### src/rtl/pv_pkg.sv
package pv_pkg;

    typedef enum logic [1:0] {
        OWN_GPIO  = 2'd0,
        OWN_PWM   = 2'd1,
        OWN_STALL = 2'd2
    } owner_e;

    typedef enum logic [1:0] {
        REG_DATA = 2'd0,
        REG_DIR  = 2'd1,
        REG_SLEW = 2'd2,
        REG_NONE = 2'd3
    } reg_addr_e;

endpackage

### src/rtl/pv_sync.sv
module pv_sync #(
    parameter int W      = 8,
    parameter int STAGES = 2
) (
    input  logic         clk,
    input  logic         rst_n,
    input  logic [W-1:0] d,
    output logic [W-1:0] q
);

    logic [W-1:0] chain_q [STAGES];

    always_ff @(posedge clk or negedge rst_n) begin
        if (!rst_n) begin
            for (int s = 0; s < STAGES; s++) begin
                chain_q[s] <= '0;
            end
        end else begin
            chain_q[0] <= d;
            for (int s = 1; s < STAGES; s++) begin
                chain_q[s] <= chain_q[s-1];
            end
        end
    end

    assign q = chain_q[STAGES-1];

endmodule

### src/rtl/pv_regs.sv
module pv_regs
    import pv_pkg::*;
#(
    parameter int W = 8
) (
    input  logic         clk,
    input  logic         rst_n,
    input  logic         bus_sel,
    input  logic         bus_wr,
    input  logic [1:0]   bus_addr,
    input  logic [W-1:0] bus_wdata,
    input  logic [W-1:0] sync_in,
    output logic [W-1:0] bus_rdata,
    output logic [W-1:0] data_q,
    output logic [W-1:0] dir_q,
    output logic [W-1:0] slew_q
);

    reg_addr_e    sel_reg;
    logic         wr_data;
    logic         wr_dir;
    logic         wr_slew;
    logic [W-1:0] port_view;

    assign sel_reg = reg_addr_e'(bus_addr);

    // write decode
    always_comb begin
        wr_data = 1'b0;
        wr_dir  = 1'b0;
        wr_slew = 1'b0;
        if (bus_sel && bus_wr) begin
            unique case (sel_reg)
                REG_DATA: wr_data = 1'b1;
                REG_DIR:  wr_dir  = 1'b1;
                REG_SLEW: wr_slew = 1'b1;
                REG_NONE: ;
            endcase
        end
    end

    // register state
    always_ff @(posedge clk or negedge rst_n) begin
        if (!rst_n) begin
            data_q <= '0;
            dir_q  <= '0;
            slew_q <= '0;
        end else begin
            if (wr_data) data_q <= bus_wdata;
            if (wr_dir)  dir_q  <= bus_wdata;
            if (wr_slew) slew_q <= bus_wdata;
        end
    end

    // per-pin view of the data register
    for (genvar i = 0; i < W; i++) begin : g_view
        always_comb begin
            if (dir_q[i]) begin
                port_view[i] = data_q[i];
            end else if (slew_q[i]) begin
                port_view[i] = 1'b1;
            end else begin
                port_view[i] = sync_in[i];
            end
        end
    end

    // read mux
    always_comb begin
        unique case (sel_reg)
            REG_DATA: bus_rdata = port_view;
            REG_DIR:  bus_rdata = dir_q;
            REG_SLEW: bus_rdata = slew_q;
            REG_NONE: bus_rdata = '0;
        endcase
    end

endmodule

### src/rtl/pv_nibble_mux.sv
module pv_nibble_mux
    import pv_pkg::*;
#(
    parameter int NIB_W = 4
) (
    input  logic                 stall_en,
    input  logic                 pwm_en,
    input  logic [NIB_W-1:0]     stall_out,
    input  logic [NIB_W-1:0]     stall_oe,
    input  logic [NIB_W/2-1:0]   pwm_p,
    input  logic [NIB_W/2-1:0]   pwm_m,
    input  logic [NIB_W-1:0]     gpio_out,
    input  logic [NIB_W-1:0]     gpio_oe,
    output owner_e               owner,
    output logic [NIB_W-1:0]     pad_out,
    output logic [NIB_W-1:0]     pad_oe
);

    localparam int CH = NIB_W / 2;

    logic [NIB_W-1:0] pwm_word;

    // channel c drives pins 2c+1 (plus) and 2c (minus)
    for (genvar c = 0; c < CH; c++) begin : g_pair
        assign pwm_word[2*c+1] = pwm_p[c];
        assign pwm_word[2*c]   = pwm_m[c];
    end

    // owner selection: stall-detect, then PWM, then GPIO
    always_comb begin
        if (stall_en) begin
            owner = OWN_STALL;
        end else if (pwm_en) begin
            owner = OWN_PWM;
        end else begin
            owner = OWN_GPIO;
        end
    end

    // pad drive per owner
    always_comb begin
        unique case (owner)
            OWN_STALL: begin
                pad_out = stall_out;
                pad_oe  = stall_oe;
            end
            OWN_PWM: begin
                pad_out = pwm_word;
                pad_oe  = '1;
            end
            default: begin
                pad_out = gpio_out;
                pad_oe  = gpio_oe;
            end
        endcase
    end

endmodule

### src/rtl/pv_port_mux.sv
module pv_port_mux
    import pv_pkg::*;
#(
    parameter int NIB_W       = 4,
    parameter int NUM_NIB     = 2,
    parameter int SYNC_STAGES = 2
) (
    input  logic                           clk,
    input  logic                           rst_n,
    input  logic                           bus_sel,
    input  logic                           bus_wr,
    input  logic [1:0]                     bus_addr,
    input  logic [NIB_W*NUM_NIB-1:0]       bus_wdata,
    output logic [NIB_W*NUM_NIB-1:0]       bus_rdata,
    input  logic [NUM_NIB-1:0]             stall_en,
    input  logic [NIB_W*NUM_NIB-1:0]       stall_out,
    input  logic [NIB_W*NUM_NIB-1:0]       stall_oe,
    input  logic [NUM_NIB-1:0]             pwm_en,
    input  logic [NIB_W/2*NUM_NIB-1:0]     pwm_p,
    input  logic [NIB_W/2*NUM_NIB-1:0]     pwm_m,
    input  logic [NIB_W*NUM_NIB-1:0]       pad_in,
    output logic [NIB_W*NUM_NIB-1:0]       pad_out,
    output logic [NIB_W*NUM_NIB-1:0]       pad_oe,
    output logic [NIB_W*NUM_NIB-1:0]       pin_level
);

    localparam int W  = NIB_W * NUM_NIB;
    localparam int CH = NIB_W / 2;

    logic [W-1:0]             data_q;
    logic [W-1:0]             dir_q;
    logic [W-1:0]             slew_q;
    owner_e [NUM_NIB-1:0]     nib_owner;

    pv_sync #(
        .W      (W),
        .STAGES (SYNC_STAGES)
    ) u_sync (
        .clk   (clk),
        .rst_n (rst_n),
        .d     (pad_in),
        .q     (pin_level)
    );

    pv_regs #(
        .W (W)
    ) u_regs (
        .clk       (clk),
        .rst_n     (rst_n),
        .bus_sel   (bus_sel),
        .bus_wr    (bus_wr),
        .bus_addr  (bus_addr),
        .bus_wdata (bus_wdata),
        .sync_in   (pin_level),
        .bus_rdata (bus_rdata),
        .data_q    (data_q),
        .dir_q     (dir_q),
        .slew_q    (slew_q)
    );

    for (genvar n = 0; n < NUM_NIB; n++) begin : g_nib
        pv_nibble_mux #(
            .NIB_W (NIB_W)
        ) u_mux (
            .stall_en  (stall_en[n]),
            .pwm_en    (pwm_en[n]),
            .stall_out (stall_out[n*NIB_W +: NIB_W]),
            .stall_oe  (stall_oe[n*NIB_W +: NIB_W]),
            .pwm_p     (pwm_p[n*CH +: CH]),
            .pwm_m     (pwm_m[n*CH +: CH]),
            .gpio_out  (data_q[n*NIB_W +: NIB_W]),
            .gpio_oe   (dir_q[n*NIB_W +: NIB_W]),
            .owner     (nib_owner[n]),
            .pad_out   (pad_out[n*NIB_W +: NIB_W]),
            .pad_oe    (pad_oe[n*NIB_W +: NIB_W])
        );
    end

endmodule

### config.mk
export PLATFORM = sky130hd
export DESIGN_NAME = pv_port_mux
export DESIGN_NICKNAME = d
export VERILOG_FILES = /design/src/rtl/pv_pkg.sv /design/src/rtl/pv_sync.sv /design/src/rtl/pv_regs.sv /design/src/rtl/pv_nibble_mux.sv /design/src/rtl/pv_port_mux.sv
export SDC_FILE = /design/constraint.sdc
export NUM_CORES = 1
export LEC_CHECK = 0
export BUFFER_PORTS_ARGS = -buffer_cell sky130_fd_sc_hd__buf_2
export CORE_MARGIN = 4
export CORE_UTILIZATION = 37
export CTS_CLUSTER_SIZE = 40
export DETAILED_ROUTE_END_ITERATION = 8
export PLACE_DENSITY = 0.75
export SYNTH_ARGS = -nofsm -noshare
export SYNTH_HDL_FRONTEND = slang
export SYNTH_SLANG_ARGS = --single-unit
### constraint.sdc
create_clock -name clk -period 2.5 [get_ports clk]
set_clock_uncertainty 0.1 [all_clocks]
set_input_delay 0.375 -clock clk [delete_from_list [all_inputs] [get_ports clk]]
set_output_delay 0.375 -clock clk [all_outputs]
set_load 0.01 [all_outputs]
# Word-level counts from Yosys, hierarchy flattened

Index checks and enable logic that the tools add are counted.

Eq/ne operators: 7
Reductions and logical operators: 2
Mux-type cells: 31

Operator list:

| kind                                                            | count |
|---|---|
| 4-bit one-hot mux with 2 select lines                           | 4 |
| 8-bit one-hot mux with 4 select lines                           | 1 |
| 1-bit two-way mux                                               | 24 |
| 2-bit == test, second input constant                            | 4 |
| 2-bit by 1-bit == test with 1-bit output, second input constant | 3 |
| 2-bit two-way mux                                               | 2 |
| 2-bit zero test                                                 | 1 |
| 1-bit logical AND                                               | 1 |

Output and inout bits: 32
Register bits after elaboration: 40
Logic and storage cells: 45

# Longest topological paths before layout

Depth after elaboration: 4
Mapped depth: 4
Mapped depth without buffers: 2

# Hierarchy

Synthesis repeated with hierarchy kept, for this count alone.

Cell total of the unflattened synthesis: 177
Area, all modules: 2060.7 um^2

By module, submodules not included:

| module        | instances | cells each | seq. area each (um^2) | area an instance (um^2) |
|---|---|---|---|---|
| pv_regs       | 1         | 97         | 600.6                 | 1280.0 |
| pv_sync       | 1         | 24         | 400.4                 | 460.4 |
| pv_nibble_mux | 2         | 28         | 0.0                   | 160.2 |

# Worst setup path after synthesis

No wires, ideal clock.

Path type: input-to-output
From: input port bus_addr[1]
To: output port bus_rdata[0]
Required time: 2025 ps
Setup slack: 809 ps
Cell stages on the path: 4
Arrival time: 1216 ps
Path through: buf_2 -> buf_2 -> nor2_2 -> a222oi_1

Cells in the longest elaborated chain, start to end: 2

RTL lines:

| what                                        | line              | source |
|---|---|---|
| start, declared                             | pv_port_mux.sv:12 | `input logic [1:0] bus_addr,` |
| 2-bit == test, or another cell as far along | pv_regs.sv:70     | `unique case (sel_reg)` |
| 8-bit one-hot mux with 4 select lines *     | pv_regs.sv:70     |  |
| end, declared                               | pv_port_mux.sv:14 | `output logic [NIB_W*NUM_NIB-1:0] bus_rdata,` |

Mark *: on every way between the ends. The rest lies on a longest branch, timed or not.

# Worst setup path after layout

From: register u_regs.dir_q[6]
To: output port bus_rdata[6]

Cells in the longest elaborated chain, start to end: 2

RTL lines:

| what                                    | line          | source |
|---|---|---|
| start, declared                         | pv_regs.sv:15 | `output logic [W-1:0] dir_q,` |
| start signal, assigned                  | pv_regs.sv:50 | `if (wr_dir) dir_q <= bus_wdata;` |
| 1-bit two-way mux                       | pv_regs.sv:58 | `if (dir_q[i]) begin` |
| 8-bit one-hot mux with 4 select lines * | pv_regs.sv:70 |  |

Marked as above.

==> impl_metrics.csv <==
group,metric,value,unit
synthesis,yosys_warns,0,
clock_network,holdBufCountCts,0,
sta,layout_worst_path_cycle_share,75.2,%
cells_and_area,layout.filler_cells,511,
critical_path,worst_path_largest_cell_delay,420,ps
grt,pin_count_of_the_biggest_net_entering_global_routing,41,
sta,relSlewSlack,41.4,%
sta,timing.final.crit_period,1880,ps
critical_path,timing.critical_path.buf_inv,1,
cells_and_area,final_cells,315,
placement,placed_area,2370,um^2
detailed_routing,postRouteAntennaNets,0,
synthesis,postSynthCellCount,172,
sta,hold_ws,88.5,ps
grt,antenna_found_initial,0,
placement,routabilityCongestion,0.754,
critical_path,worstSetupEndpointType,"primary output",
die,core_region_area,5140,um^2
die,rows,26,
sta,max_clock_freq,0.532,GHz
synthesis,synth_seq_area_share,50.4,%
clock_network,cts-root-buf,"sky130_fd_sc_hd__clkbuf_8",
detailed_routing,detail_route.first_pass.iterations,4,
detailed_routing,number_of_drc_violations_after_detailed_routing_iteration_0,124,
critical_path,cp_cell_sequence,"nor2b_1 -> a222oi_1 -> buf_2",
cells_and_area,antennaDiodeCount,0,
synthesis,post_synth_main_area_contributors,"sky130_fd_sc_hd__dfrtp_1 50%, sky130_fd_sc_hd__mux2_2 9.1%, sky130_fd_sc_hd__mux2_4 6.1%, sky130_fd_sc_hd__mux2i_1 4.0%, sky130_fd_sc_hd__o21ai_0 4.0%",
placement,post-place-cells,307,
clock_network,buffers_inserted_during_post_cts_setup_optimization,0,
sta,timing.setup.tns,0,ps
clock_network,clockBufferDepth,2,
synthesis,synth.net_count,222,
detailed_routing,post-route-drc-count,0,
synthesis,synth.avg_cell_area,11.5,um^2
synthesis,ys_types,22,
die,floorplan.initialDensity,38.6,%
job,max-cap-violations,0,
clock_network,clk_latency,290,ps
grt,grt.overflow.total,0,
sta,report.final.slew_viol_count,0,
die,design.portCount,82,
synthesis,mappedNetlistArea,1980,um^2
synthesis,yosysTopAreaCell,"sky130_fd_sc_hd__dfrtp_1",
cells_and_area,areaGrowthSynthToFinish,24.3,%
die,area_of_the_die,6600,um^2
die,die_w,81.2,um
outcome,outcome,"completed",
grt,grt_pass1_wl,7060,um
sta,setup_viol,0,
detailed_routing,vias_per_cell,4.86,
cells_and_area,layout.nets,294,
sta,hold_viol,0,
cells_and_area,final_cell_area,2470,um^2
critical_path,crit_path_start_kind,"flip-flop",
clock_network,total_cts_buffers,5,
power,max-vdd-ir-drop,0.438,mV
synthesis,synth_largest_type_area_fraction,50.4,%
clock_network,clkSlewWorstSetupHoldPaths,70,ps
cells_and_area,post_route_cells_drive_above_1_share,47.3,%
grt,overall_routing_resource_usage,14.0,%
die,die_height,81.2,um
placement,io_port_bufs,81,
critical_path,worst-setup-path-type,"flip-flop to primary output",
synthesis,ys_seq_elements,40,
clock_network,cts_resized,0,
critical_path,crit_family,"flip-flops",
power,leakage_power,1.24,nW
sta,timing_worst_slew_pin_value,879,ps
clock_network,cts-htree-levels,2,
critical_path,critical-path-slowest-cell,"sky130_fd_sc_hd__dfrtp_1",
clock_network,cts.sinks,40,
critical_path,worst_ep_required_time,2030,ps
min_path,hold_crit_path_type,"primary input to flip-flop",
placement,total_half_perimeter_wirelength_after_legalization_and_detailed_placement,3380,um
detailed_routing,dr_vias,1530,
sta,unrepaired_setup_endpoints_after_global_routing,"no",
power,power-per-cell-area,668,nW/um^2
critical_path,maximum_fanout_count_along_the_critical_path,5,
detailed_routing,routed_wire_length_per_instance,14.1,um
grt,first_global_vias,1569,
detailed_routing,detail_route.wirelength,4440,um
clock_network,cts_tree,"done",
critical_path,data_arrival_time_of_the_worst_path,1410,ps
-- cell families (layout without fill, tap and decap cells) --
logic type / after synthesis / in the layout / share of synthesized area, %
buffers and inverters: 24 / 97 / 6.75
multiplexers: 32 / 32 / 19.2
AO/OA/AOI/OAI: 32 / 32 / 11.0
flip-flops: 40 / 40 / 50.4
AND/OR/NAND/NOR: 44 / 44 / 12.6
-- per-stage QoR --
step	power [mW]	util, %	setup WS [ps]
CTS	1.68	48.0	600
detailed placement	1.23	46.2	624
floorplan	1.07	-	809
finish	1.65	48.0	619
global route	1.76	48.0	507
global placement	1.22	46.2	664
-- per-layer routing --
metal	global-route usage (%)	vias up	share of wire, %
met2	22.3	37	49
met3	4.43	6	6.4
met4	5.57	0	1.1
met1	17.7	744	43
met5	0	-	0
li1	-	743	-
-- power breakdown --
group / switching, mW / internal [mW]
clock network: 0.215 / 0.220
registers: 0.0806 / 0.746
logic: 0.173 / 0.214
-- state kept, by name, summed over array words and instances, names as in the netlist --
name,flops
u_regs.slew_q,8
u_regs.data_q,8
u_sync.chain_q,8
u_regs.dir_q,8
u_sync.q,8
-- synth_stat cells --
cell type and number:
sky130_fd_sc_hd__dfrtp_1 40, sky130_fd_sc_hd__mux2_2 16, sky130_fd_sc_hd__nand2_1 16, sky130_fd_sc_hd__o21ai_0 16
sky130_fd_sc_hd__buf_4 8, sky130_fd_sc_hd__inv_1 8, sky130_fd_sc_hd__mux2_4 8, sky130_fd_sc_hd__mux2i_1 8
sky130_fd_sc_hd__nand2b_1 8, sky130_fd_sc_hd__nor2_1 8, sky130_fd_sc_hd__o21bai_1 8, sky130_fd_sc_hd__a222oi_1 7
sky130_fd_sc_hd__nor2b_1 7, sky130_fd_sc_hd__buf_2 5, sky130_fd_sc_hd__clkbuf_1 2, sky130_fd_sc_hd__a221oi_1 1
sky130_fd_sc_hd__and4bb_1 1, sky130_fd_sc_hd__buf_6 1, sky130_fd_sc_hd__nand4b_2 1, sky130_fd_sc_hd__nand4b_4 1
sky130_fd_sc_hd__nor2_2 1, sky130_fd_sc_hd__nor4b_1 1
-- worst paths after layout --
kind,start,end,slack (ps),depth (start not counted)
hold / removal,pad_in[6],u_sync.chain_q[14],90,1
max in group asynchronous,rst_n,u_regs.dir_q[5],1650,1
hold reg to reg,u_sync.chain_q[14],u_sync.q[6],250,0
setup / recovery,u_regs.dir_q[6],bus_rdata[6],620,3
min in group asynchronous,rst_n,u_sync.chain_q[13],100,1
setup reg to reg,u_regs.dir_q[0],u_regs.dir_q[0],1590,1
-- layout make-up --
cell class                 count  area (um^2)  area share, %
tap                           70         87.6           3.55
multi-input combinational    108          850           34.4
timing repair buffer          81          405           16.4
sequential                    40         1000           40.6
clock inverter                 2         10.0          0.406
clock buffer                   6         82.6           3.35
inverter                       8         30.0           1.22
-- layout by cell type (no fill, tap or decap), drive strengths merged --
master	netlist	layout
dfrtp	40	40
a222oi	7	7
o21ai	16	16
clkinv	0	2
a221oi	1	1
nand4b	2	2
buf	14	81
nand2	16	16
clkbuf	2	6
and4bb	1	1
o21bai	8	8
mux2	24	24
mux2i	8	8
nor2	9	9
nor2b	7	7
nor4b	1	1
nand2b	8	8
inv	8	8
Power figures use the tool's default switching activity.
